[src/rtl/lus_pkg.sv]
package lus_pkg;
  localparam int unsigned PCT_SCALE = 100;
  localparam int unsigned SCALE_W   = 7;

  typedef enum logic [2:0] {
    ST_IDLE,
    ST_ACC,
    ST_CHK,
    ST_MEAN,
    ST_DEV,
    ST_PCT
  } lus_state_e;
endpackage

[src/rtl/lus_accum.sv]
module lus_accum #(
  parameter int unsigned DATA_W = 12,
  parameter int unsigned CNT_W  = 14,
  parameter int unsigned SUM_W  = DATA_W + CNT_W
) (
  input  logic              clk_i,
  input  logic              rst_ni,
  input  logic              clear_i,
  input  logic              load_i,
  input  logic [DATA_W-1:0] pix_i,
  output logic [CNT_W-1:0]  cnt_o,
  output logic [SUM_W-1:0]  sum_o,
  output logic [DATA_W-1:0] min_o,
  output logic [DATA_W-1:0] max_o
);
  localparam logic [CNT_W-1:0] CNT_SAT = '1;

  always_ff @(posedge clk_i or negedge rst_ni) begin
    if (!rst_ni) begin
      cnt_o <= '0;
      sum_o <= '0;
      min_o <= '1;
      max_o <= '0;
    end else if (clear_i) begin
      cnt_o <= load_i ? CNT_W'(1) : '0;
      sum_o <= load_i ? SUM_W'(pix_i) : '0;
      min_o <= load_i ? pix_i : '1;
      max_o <= load_i ? pix_i : '0;
    end else if (load_i) begin
      // saturate so an overlong line can never wrap the sum
      if (cnt_o != CNT_SAT) begin
        cnt_o <= cnt_o + CNT_W'(1);
        sum_o <= sum_o + SUM_W'(pix_i);
      end
      if (pix_i < min_o) min_o <= pix_i;
      if (pix_i > max_o) max_o <= pix_i;
    end
  end


  min_le_max_chk: assert property (@(posedge clk_i) disable iff (!rst_ni)
    (cnt_o != '0) |-> (min_o <= max_o));


  clear_empty_chk: assert property (@(posedge clk_i) disable iff (!rst_ni)
    (clear_i && !load_i) |=> (cnt_o == '0 && sum_o == '0));
endmodule

[src/rtl/lus_seq_div.sv]
module lus_seq_div #(
  parameter int unsigned NUM_W = 26,
  parameter int unsigned DEN_W = 14
) (
  input  logic             clk_i,
  input  logic             rst_ni,
  input  logic             abort_i,
  input  logic             start_i,
  input  logic [NUM_W-1:0] num_i,
  input  logic [DEN_W-1:0] den_i,
  output logic             busy_o,
  output logic             done_o,
  output logic [NUM_W-1:0] quo_o
);
  localparam int unsigned STEP_W = $clog2(NUM_W + 1);

  logic [STEP_W-1:0] step_q;
  logic [DEN_W-1:0]  rem_q;
  logic [DEN_W-1:0]  den_q;
  logic [NUM_W-1:0]  quo_q;
  logic [DEN_W:0]    rem_sh;
  logic              fits;

  assign rem_sh = {rem_q, quo_q[NUM_W-1]};
  assign fits   = rem_sh >= {1'b0, den_q};

  always_ff @(posedge clk_i or negedge rst_ni) begin
    if (!rst_ni) begin
      busy_o <= 1'b0;
      done_o <= 1'b0;
      step_q <= '0;
      rem_q  <= '0;
      den_q  <= '0;
      quo_q  <= '0;
    end else begin
      done_o <= 1'b0;
      if (abort_i) begin
        busy_o <= 1'b0;
      end else if (start_i) begin
        den_q  <= den_i;
        rem_q  <= '0;
        step_q <= STEP_W'(NUM_W);
        if (den_i == '0) begin
          // zero divisor reports a zero quotient at once
          quo_q  <= '0;
          done_o <= 1'b1;
        end else begin
          quo_q  <= num_i;
          busy_o <= 1'b1;
        end
      end else if (busy_o) begin
        rem_q  <= fits ? DEN_W'(rem_sh - {1'b0, den_q}) : rem_sh[DEN_W-1:0];
        quo_q  <= {quo_q[NUM_W-2:0], fits};
        step_q <= step_q - STEP_W'(1);
        if (step_q == STEP_W'(1)) begin
          busy_o <= 1'b0;
          done_o <= 1'b1;
        end
      end
    end
  end

  assign quo_o = quo_q;


  div_start_idle_chk: assert property (@(posedge clk_i) disable iff (!rst_ni)
    (start_i && !abort_i) |-> !busy_o);


  div_done_free_chk: assert property (@(posedge clk_i) disable iff (!rst_ni)
    done_o |-> !busy_o);
endmodule

[src/rtl/line_uniformity_stats.sv]
module line_uniformity_stats
  import lus_pkg::*;
#(
  parameter int unsigned DATA_W  = 12,
  parameter int unsigned NUM_PIX = 10680,
  localparam int unsigned PCT_W  = DATA_W + SCALE_W
) (
  input  logic              clk_i,
  input  logic              rst_ni,
  input  logic              sol_i,
  input  logic              valid_i,
  input  logic              last_i,
  input  logic [DATA_W-1:0] pix_i,
  output logic              done_o,
  output logic              res_valid_o,
  output logic              err_o,
  output logic [DATA_W-1:0] mean_o,
  output logic [DATA_W-1:0] dev_o,
  output logic [PCT_W-1:0]  pct_o
);
  localparam int unsigned CNT_W     = $clog2(NUM_PIX + 1);
  localparam int unsigned SUM_W     = DATA_W + CNT_W;
  localparam int unsigned DIV_NUM_W = (SUM_W > PCT_W) ? SUM_W : PCT_W;
  localparam int unsigned DEN_W     = (CNT_W > DATA_W) ? CNT_W : DATA_W;

  lus_state_e state_q;

  logic [CNT_W-1:0]     acc_cnt;
  logic [SUM_W-1:0]     acc_sum;
  logic [DATA_W-1:0]    acc_min, acc_max;
  logic                 acc_load;
  logic                 cnt_ok;
  logic [DATA_W-1:0]    mean_w, dev_w, dev_c, dev_hi, dev_lo;
  logic                 div_start, div_busy, div_done;
  logic [DIV_NUM_W-1:0] div_num, div_quo;
  logic [DEN_W-1:0]     div_den;

  assign acc_load = valid_i && (sol_i || state_q == ST_ACC);
  assign cnt_ok   = acc_cnt == CNT_W'(NUM_PIX);

  lus_accum #(
    .DATA_W(DATA_W),
    .CNT_W (CNT_W),
    .SUM_W (SUM_W)
  ) u_accum (
    .clk_i  (clk_i),
    .rst_ni (rst_ni),
    .clear_i(sol_i),
    .load_i (acc_load),
    .pix_i  (pix_i),
    .cnt_o  (acc_cnt),
    .sum_o  (acc_sum),
    .min_o  (acc_min),
    .max_o  (acc_max)
  );

  // one-pass worst deviation: whichever extreme lies farther from the mean
  assign dev_hi = acc_max - mean_w;
  assign dev_lo = mean_w - acc_min;
  assign dev_c  = (dev_hi > dev_lo) ? dev_hi : dev_lo;

  always_comb begin
    div_start = 1'b0;
    div_num   = DIV_NUM_W'(acc_sum);
    div_den   = DEN_W'(NUM_PIX);
    if (!sol_i) begin
      if (state_q == ST_CHK && cnt_ok) begin
        div_start = 1'b1;
      end else if (state_q == ST_DEV) begin
        div_start = 1'b1;
        div_num   = DIV_NUM_W'(dev_c) * DIV_NUM_W'(PCT_SCALE);
        div_den   = DEN_W'(mean_w);
      end
    end
  end

  lus_seq_div #(
    .NUM_W(DIV_NUM_W),
    .DEN_W(DEN_W)
  ) u_div (
    .clk_i  (clk_i),
    .rst_ni (rst_ni),
    .abort_i(sol_i),
    .start_i(div_start),
    .num_i  (div_num),
    .den_i  (div_den),
    .busy_o (div_busy),
    .done_o (div_done),
    .quo_o  (div_quo)
  );

  generate
    if (DIV_NUM_W > PCT_W) begin : g_quo_spare
      logic quo_unused;
      assign quo_unused = ^div_quo[DIV_NUM_W-1:PCT_W];
    end
  endgenerate

  always_ff @(posedge clk_i or negedge rst_ni) begin
    if (!rst_ni) begin
      state_q     <= ST_IDLE;
      mean_w      <= '0;
      dev_w       <= '0;
      done_o      <= 1'b0;
      res_valid_o <= 1'b0;
      err_o       <= 1'b0;
      mean_o      <= '0;
      dev_o       <= '0;
      pct_o       <= '0;
    end else begin
      done_o <= 1'b0;
      if (sol_i) begin
        state_q <= (valid_i && last_i) ? ST_CHK : ST_ACC;
      end else begin
        unique case (state_q)
          ST_ACC:  if (valid_i && last_i) state_q <= ST_CHK;
          ST_CHK: begin
            if (cnt_ok) begin
              state_q <= ST_MEAN;
            end else begin
              state_q     <= ST_IDLE;
              done_o      <= 1'b1;
              res_valid_o <= 1'b0;
              err_o       <= 1'b1;
              mean_o      <= '0;
              dev_o       <= '0;
              pct_o       <= '0;
            end
          end
          ST_MEAN: begin
            if (div_done) begin
              mean_w  <= div_quo[DATA_W-1:0];
              state_q <= ST_DEV;
            end
          end
          ST_DEV: begin
            dev_w   <= dev_c;
            state_q <= ST_PCT;
          end
          ST_PCT: begin
            if (div_done) begin
              state_q     <= ST_IDLE;
              done_o      <= 1'b1;
              res_valid_o <= 1'b1;
              err_o       <= 1'b0;
              mean_o      <= mean_w;
              dev_o       <= dev_w;
              pct_o       <= div_quo[PCT_W-1:0];
            end
          end
          default: state_q <= ST_IDLE;
        endcase
      end
    end
  end


  done_pulse_chk: assert property (@(posedge clk_i) disable iff (!rst_ni)
    done_o |=> !done_o);


  result_hold_chk: assert property (@(posedge clk_i) disable iff (!rst_ni)
    !$stable({mean_o, dev_o, pct_o}) |-> done_o);


  err_excl_chk: assert property (@(posedge clk_i) disable iff (!rst_ni)
    err_o |-> !res_valid_o);


  idle_quiet_chk: assert property (@(posedge clk_i) disable iff (!rst_ni)
    (state_q == ST_IDLE && !sol_i) |=> !done_o);


  mean_bounded_chk: assert property (@(posedge clk_i) disable iff (!rst_ni)
    (state_q == ST_DEV) |-> (mean_w >= acc_min && mean_w <= acc_max));


  div_quiet_chk: assert property (@(posedge clk_i) disable iff (!rst_ni)
    (state_q == ST_IDLE || state_q == ST_ACC) |-> !div_busy);
endmodule

[config.mk]
export PLATFORM = sky130hd
export DESIGN_NAME = line_uniformity_stats
export DESIGN_NICKNAME = d
export VERILOG_FILES = /design/src/rtl/lus_pkg.sv /design/src/rtl/lus_accum.sv /design/src/rtl/lus_seq_div.sv /design/src/rtl/line_uniformity_stats.sv
export SDC_FILE = /design/constraint.sdc
export NUM_CORES = 1
export LEC_CHECK = 0
export ABC_AREA = 0
export ABC_CLOCK_PERIOD_IN_PS = 11100
export BUFFER_PORTS_ARGS = -buffer_cell sky130_fd_sc_hd__buf_2
export CAP_MARGIN = 30
export CORE_UTILIZATION = 54
export DETAILED_ROUTE_END_ITERATION = 6
export GPL_TIMING_DRIVEN = 0
export PLACE_DENSITY_LB_ADDON = 0.3
export SKIP_CTS_REPAIR_TIMING = 1
export SLEW_MARGIN = 0
export SYNTH_ARGS = -nofsm -noshare
export SYNTH_HDL_FRONTEND = slang
export SYNTH_SLANG_ARGS = --single-unit
[constraint.sdc]
create_clock -name clk_i -period 11.1 [get_ports clk_i]
set_input_delay 0 -clock clk_i [delete_from_list [all_inputs] [get_ports clk_i]]
set_output_delay 0 -clock clk_i [all_outputs]
set_load 0.1 [all_outputs]
# == Word-level counts from Yosys, hierarchy flattened ==
# Index checks and enable logic that the tools add are counted.
# totals
regBits,198
latchBits,0
ramBits,0
rom_bits,0
inputBits,17
n_memories,0
# op_classes
addsub,6
n_mul,1
div_mod_pow,0
magnitude_cmp,4
eq_ne,14
shift,0
n_mux,68
n_bitwise,1
n_reduce_logical,20
# op_table
cell,n
26-bit two-way mux,8
12-bit two-way mux,13
14-bit two-way mux,9
12-bit one-hot mux with 2 select lines,2
19-bit two-way mux,2
19-bit one-hot mux with 2 select lines,1
26-bit by 12-bit adder with 26-bit output,1
12-bit > comparator,2
12-bit subtractor,2
1-bit two-way mux,21
"12-bit by 5-bit multiplier with 17-bit output, second input constant",1
15-bit by 14-bit >= comparator with 1-bit output,1
3-bit one-hot mux with 5 select lines,1
"14-bit by 1-bit adder with 14-bit output, second input constant",1
"14-bit equality test, second input constant",1
14-bit logical NOT,1
"14-bit != test, second input constant",1
14-bit subtractor,1
12-bit less-than comparator,1
3-bit two-way mux,4
2-bit AND reduction,6
2-bit nonzero test,6
5-bit two-way mux,2
"3-bit by 2-bit != test with 1-bit output, second input constant",3
other kinds (15),23

# == Depth between registers and ports, before layout ==
# logic_depth
ltp_word,8
depth_mapped,33
mapped_depth_nobuf,31

# == Modules after synthesis ==
# Synthesis repeated with hierarchy kept, for this count alone.
# unflattened
hier_cells,1504
area_unflattened_um2,13756.9
# by_module_without_submodules
mod,n_inst,cells_each,area_per_inst_um2,seq_area_each_um2
line_uniformity_stats,1,691,6157.2,1826.8
lus_accum,1,440,4226.6,1616.6
lus_seq_div,1,373,3373.2,1526.5

# == Least setup slack after synthesis ==
# Ideal clock, no wire load.
# synth_path
kind,reg-to-reg
startpoint,reg u_accum.min_o[0]
endpoint,reg u_div.quo_q[18] (netlist: u_div.quo_o[18])
t_arrival_ns,6.376
required_time_ns,10.976
slack_ns,4.600
stages_incl_launch_ff,33
n_path_buf,2
period_less_slack_ns,6.500
path_cell_list,dfstp_2 -> ha_1 -> inv_1 -> fa_1 -> a211oi_1 -> nor2_1 -> o21a_1 -> nor2_1 -> xor2_1 -> ha_1 -> nor2b_1 -> o211ai_1 -> a31oi_1 -> a211o_1 -> a22o_1 -> buf_6 -> buf_8 -> mux2i_1 -> inv_1 -> ha_1 -> ha_1 -> ha_1 -> xor2_1 -> ha_1 -> nor2b_1 -> o21ai_0 -> a21boi_0 -> o21ai_0 -> a21oi_1 -> a31oi_1 -> o21ai_0 -> xnor2_1 -> o21ai_1
# synth_via
elab_chain_len,8
# synth_lines
item,line,source
from (decl),lus_accum.sv:13,"output logic [DATA_W-1:0] min_o,"
from (signal assigned),lus_accum.sv:27,min_o <= load_i ? pix_i : '1;
from (signal assigned),lus_accum.sv:35,if (pix_i < min_o) min_o <= pix_i;
12-bit subtractor (*),line_uniformity_stats.sv:59,assign dev_lo = mean_w - acc_min;
12-bit > comparator,line_uniformity_stats.sv:60,assign dev_c = (dev_hi > dev_lo) ? dev_hi : dev_lo;
12-bit two-way mux (*),line_uniformity_stats.sv:60,
named net dev_c[2],line_uniformity_stats.sv:33,"logic [DATA_W-1:0] mean_w, dev_w, dev_c, dev_hi, dev_lo;"
12-bit by 5-bit multiplier with 17-bit output (*),line_uniformity_stats.sv:71,div_num = DIV_NUM_W'(dev_c) * DIV_NUM_W'(PCT_SCALE);
26-bit two-way mux (*),line_uniformity_stats.sv:69,end else if (state_q == ST_DEV) begin
26-bit two-way mux (*),line_uniformity_stats.sv:67,if (state_q == ST_CHK && cnt_ok) begin
26-bit two-way mux (*),lus_seq_div.sv:43,if (den_i == '0) begin
26-bit two-way mux (*),lus_seq_div.sv:39,end else if (start_i) begin
to (signal assigned),lus_seq_div.sv:48,quo_q <= num_i;
to (signal assigned),lus_seq_div.sv:53,"quo_q <= {quo_q[NUM_W-2:0], fits};"
to (decl),lus_seq_div.sv:20,logic [NUM_W-1:0] quo_q;
# Mark *: on every way through the listed nets, which the timed path passes. The rest lies on a longest branch.
# A chain may end at the register's enable or synchronous reset.

# == Worst setup path in the final report ==
# layout_path
startpoint,reg mean_w[0]
endpoint,reg u_div.quo_q[18] (netlist: u_div.quo_o[18])
# layout_via
elab_chain_len,8
elab_cells_between_ends,13
# layout_lines
item,line,source
from (decl),line_uniformity_stats.sv:33,
from (signal assigned),line_uniformity_stats.sv:132,mean_w <= div_quo[DATA_W-1:0];
12-bit subtractor (on tied branches),"line_uniformity_stats.sv:58, line_uniformity_stats.sv:59",
12-bit > comparator,line_uniformity_stats.sv:60,
12-bit two-way mux (*),line_uniformity_stats.sv:60,
named net dev_c[2],line_uniformity_stats.sv:33,
12-bit by 5-bit multiplier with 17-bit output (*),line_uniformity_stats.sv:71,
26-bit two-way mux (*),line_uniformity_stats.sv:69,
26-bit two-way mux (*),line_uniformity_stats.sv:67,
26-bit two-way mux (*),lus_seq_div.sv:43,
26-bit two-way mux (*),lus_seq_div.sv:39,
# Marks and branches as above.

==> results.md <==
- Share of flip-flops with an asynchronous set or reset: 1.000
- Gr usage total: 0.2990
- Average size of a mapped cell: 9.218 sq um
- Number of global-route vias before repair: 10617
- Library cell with the largest summed area after synthesis: sky130_fd_sc_hd__dfrtp_1
- Hold/Removal Path Class: primary input to flop
- Final period util: 0.7148
- Largest stage delay on the critical path: 0.48 ns
- Area added between synthesis and finish: 11.59%
- Row Count: 56
- Setup_tns: 0 ns
- Worst R2R End: u_div.quo_o[18]
- Seq cells post-synth: 197
- Final std cells w/o fill: 1839
- Post-DR wirelength/cell: 19.27 microns
- Leakage power: 0.007076 uW
- Most frequent cell on the critical path: sky130_fd_sc_hd__ha_1
- Distinct cell type count of the synthesized netlist: 71
- Design Power: 4346 uW
- Worst Path Buf+Inv: 5
- Area occupied by multi-input gates: 0.007395 sq mm
- Sequential cell area: 0.004945 sq mm
- Leading register cell type out of synthesis: sky130_fd_sc_hd__dfrtp_1
- Number of placed cells counting well taps: 1793
- Post-detailed-route count of antenna-violating nets: 0
- Fill count: 2059
- Achievable clock frequency: 0.1260 GHz
- DRC errors left: 1
- Area of the mapped netlist: 0.01302 sq mm
- Clock Tree Root: sky130_fd_sc_hd__clkbuf_16
- CP Class: flop to flop
- Floorplan Core Area: 0.02354 sq mm
- Nets@finish: 1659
- Worst path arrival time: 8.25 ns
- Worst endpoint required time: 11.42 ns
- Maximum buffer depth of the clock tree: 2
- Min-Delay Path Depth: 3
- Slowest CP cell: sky130_fd_sc_hd__mux2i_1
- Proportion of synthesized chip area in sequential cells: 0.3799
- Post-synth net total: 1564
- Boundary Pins: 63
- Final slew viol count: 0
- Clk sinks: 197
- PD cells: 299.2 mW/mm^2
- Worst Reg2Reg Path Length in Cells: 33
- Global route overflow: 0
- Top area cells in the synthesized netlist: sky130_fd_sc_hd__dfrtp_1 36%, sky130_fd_sc_hd__ha_1 12%, sky130_fd_sc_hd__nor2_1 3.8%
- Height of the chip: 157.3 microns
- Slack of the worst reg-to-reg path: 3.17 ns
- Number of antenna violations at the first check in global routing: 0
- Pin count of the biggest net entering global routing: 116
- Startpoint of the worst register-to-register path: mean_w[0]
- Yosys top cell area share: 0.3557
- Total via count in the routed design: 11137
- DRT Pass-1 Iters: 7
- Status: complete, but fails checks
- Total setup violations reported at the end of the flow: 0
- Total count of hold-check failures in the final report: 1
- Die area: 0.02473 sq mm
- Later-pin clock latency in the skew report: 0.44 ns
- Worst path top cell family by delay: compound AO/OA/AOI/OAI gates
- Violations in the final reports: design-rule violations, negative hold slack
- Global placer's final weighted congestion: 0.9279
- I/O Buffers: 61
- H-tree levels: 4
- Cell count after synthesis: 1412
- Number of max-capacitance violations reported: 0
- DRC marker count from the first detailed-route iteration: 1042
- Hold Crit Start: valid_i
- Global-route wire length before repair: 56320 microns
- Post-route clock skew: 0.01042 ns
- Sort of element at the end of the critical path: flop
- TritonCTS clock tree: yes
- Headroom to the max-slew limit: 0.2670
- CP max FO: 10
- Worst slew pin tran: 1.091 ns
- Ys Warns: 0
- Final hold slack: -0.005336 ns
- Number of vias per cell after detailed routing: 6.056
- IR drop worst, VDD: 0.6282 mV
- CTS buffer count: 17
- Initial Utilization: 0.5529
- Worst setup SP type: flop
- Chip width: 157.3 microns
- Overall routed net length: 35440 microns
- Clk pin slew, worst setup/hold paths: 0.07 ns
- Detailed-placement wirelength estimate: 26430 microns
- Setup repair after global routing missed its margin: false
- Share of cells above drive strength 1: 0.09079
- Inserted Diodes: 0
- Minimum period implied by the final worst setup slack: 7.934 ns
- Endpoint of the worst hold path: u_accum.sum_o[9]
- Number of flops mapped to enable cells by yosys: 0
-- logic make-up after synthesis --
logic type,Yosys count,share of synthesized area
adders and majority gates,135,0.1355
AOI/OAI and AO/OA,352,0.1798
and+or+nand+nor,420,0.1538
buffers and inverters,175,0.05200
muxes,60,0.04989
xor gates and xnor gates,73,0.04912
DFF,197,0.3799
-- flip-flops by register name, indices dropped and copies added (netlist names), 5 cells and up --
register / flops
dev_w: 12
u_accum.cnt_o: 14
u_accum.max_o: 12
u_div.quo_o: 26
u_div.step_q: 5
u_div.rem_q: 14
mean_o: 12
u_accum.sum_o: 26
pct_o: 19
dev_o: 12
u_accum.min_o: 12
mean_w: 12
u_div.den_q: 13
-- layout make-up --
type	instances	share of cell area
inverters	114	0.02946
well taps	319	0.02748
repair buffers	76	0.03325
multi-input cells	1040	0.5091
plain buffers	61	0.01714
flip-flops and latches	197	0.3404
clock buffers	18	0.02955
clock inverters	14	0.01361
-- worst max path at each step --
stage	from	end	slack, ns	cells after the start
3_3_place_gp	mean_w[0]	u_div.quo_o[18]	3.38	33
3_5_place_dp	mean_w[0]	u_div.quo_o[18]	3.31	33
5_1_grt	mean_w[0]	u_div.quo_o[18]	2.79	33
6_report	mean_w[0]	u_div.quo_o[18]	3.17	33
4_1_cts	mean_w[0]	u_div.quo_o[18]	3.31	33
2_1_floorplan	u_accum.min_o[0]	u_div.quo_o[18]	4.60	32
-- worst register-to-register path, delay by kind of cell, from the launching register on --
kind,cells,cell delay [ns]
adder cells (fa/ha/maj),7,2.24
buffers and inverters,5,0.67
multiplexers,1,0.49
flip-flops,1,0.44
AND/OR/NAND/NOR,4,0.53
XOR/XNOR,3,0.79
AO/OA/AOI/OAI,13,2.66
-- layer usage --
metal / part of all wire / up-vias / global-route usage
met5: 0 / - / 0
met2: 0.45 / 465 / 0.4638
met4: 0.029 / 0 / 0.1156
met1: 0.44 / 5389 / 0.4293
met3: 0.079 / 66 / 0.03139
li1: - / 5217 / -
-- placed cells by master (no fill, tap or decap), drive strengths merged, types with 12 or more instances in the layout --
master       netlist  final
nor2             132    132
a21o              20     20
buf                5     67
mux2              15     15
mux2i             45     45
nor2b             15     15
and3              24     24
a21oi             65     65
nand3             40     40
dfrtp            185    185
dlygate4sd3        0     14
nand4             14     14
o21ai             94     94
xnor2             28     28
nor3              31     31
clkbuf            56     74
nand2b            13     13
ha               125    125
nor4              12     12
inv              114    118
o21a              13     13
o211ai            22     22
a22o              52     52
nand2             98     98
a31oi             29     29
xor2              45     45
dfstp             12     12
-- per-stage QoR --
stage	area (sq um)	utilization	setup WS (ns)
floorplan	13020	-	4.600
global placement	13720	0.5828	3.384
detailed placement	13760	0.5844	3.307
CTS	14390	0.6110	3.306
global route	14530	0.6170	2.790
finish	14530	0.6170	3.166
-- report_power, final --
| group | switching, uW | internal, uW | total (uW) |
|---|---|---|---|
| sequential | 65.4 | 781 | 847 |
| combinational | 1630 | 1190 | 2820 |
| clock | 296 | 381 | 677 |
-- cell usage after synthesis (all sizes together) (3+ instances only) --
library cell    n
inv           114
a211o           6
nor4b           3
or2             7
a21boi          4
mux2i          45
xnor2          28
a31oi          29
nor2b          15
or3            10
o21a           13
a22o           52
o211ai         22
o21ai          94
dfrtp         185
a22oi          10
nand3b          6
and3           24
a21o           20
o31ai           4
nor4           12
dfstp          12
nor3           31
a21oi          65
nor2          132
and2            5
nand4          14
nand3          40
fa             10
or4             3
o22ai           3
a211oi          8
mux2           15
clkbuf         56
ha            125
nand2          98
nand2b         13
xor2           45
buf             5
No activity file was read; power rests on OpenSTA's default activity.
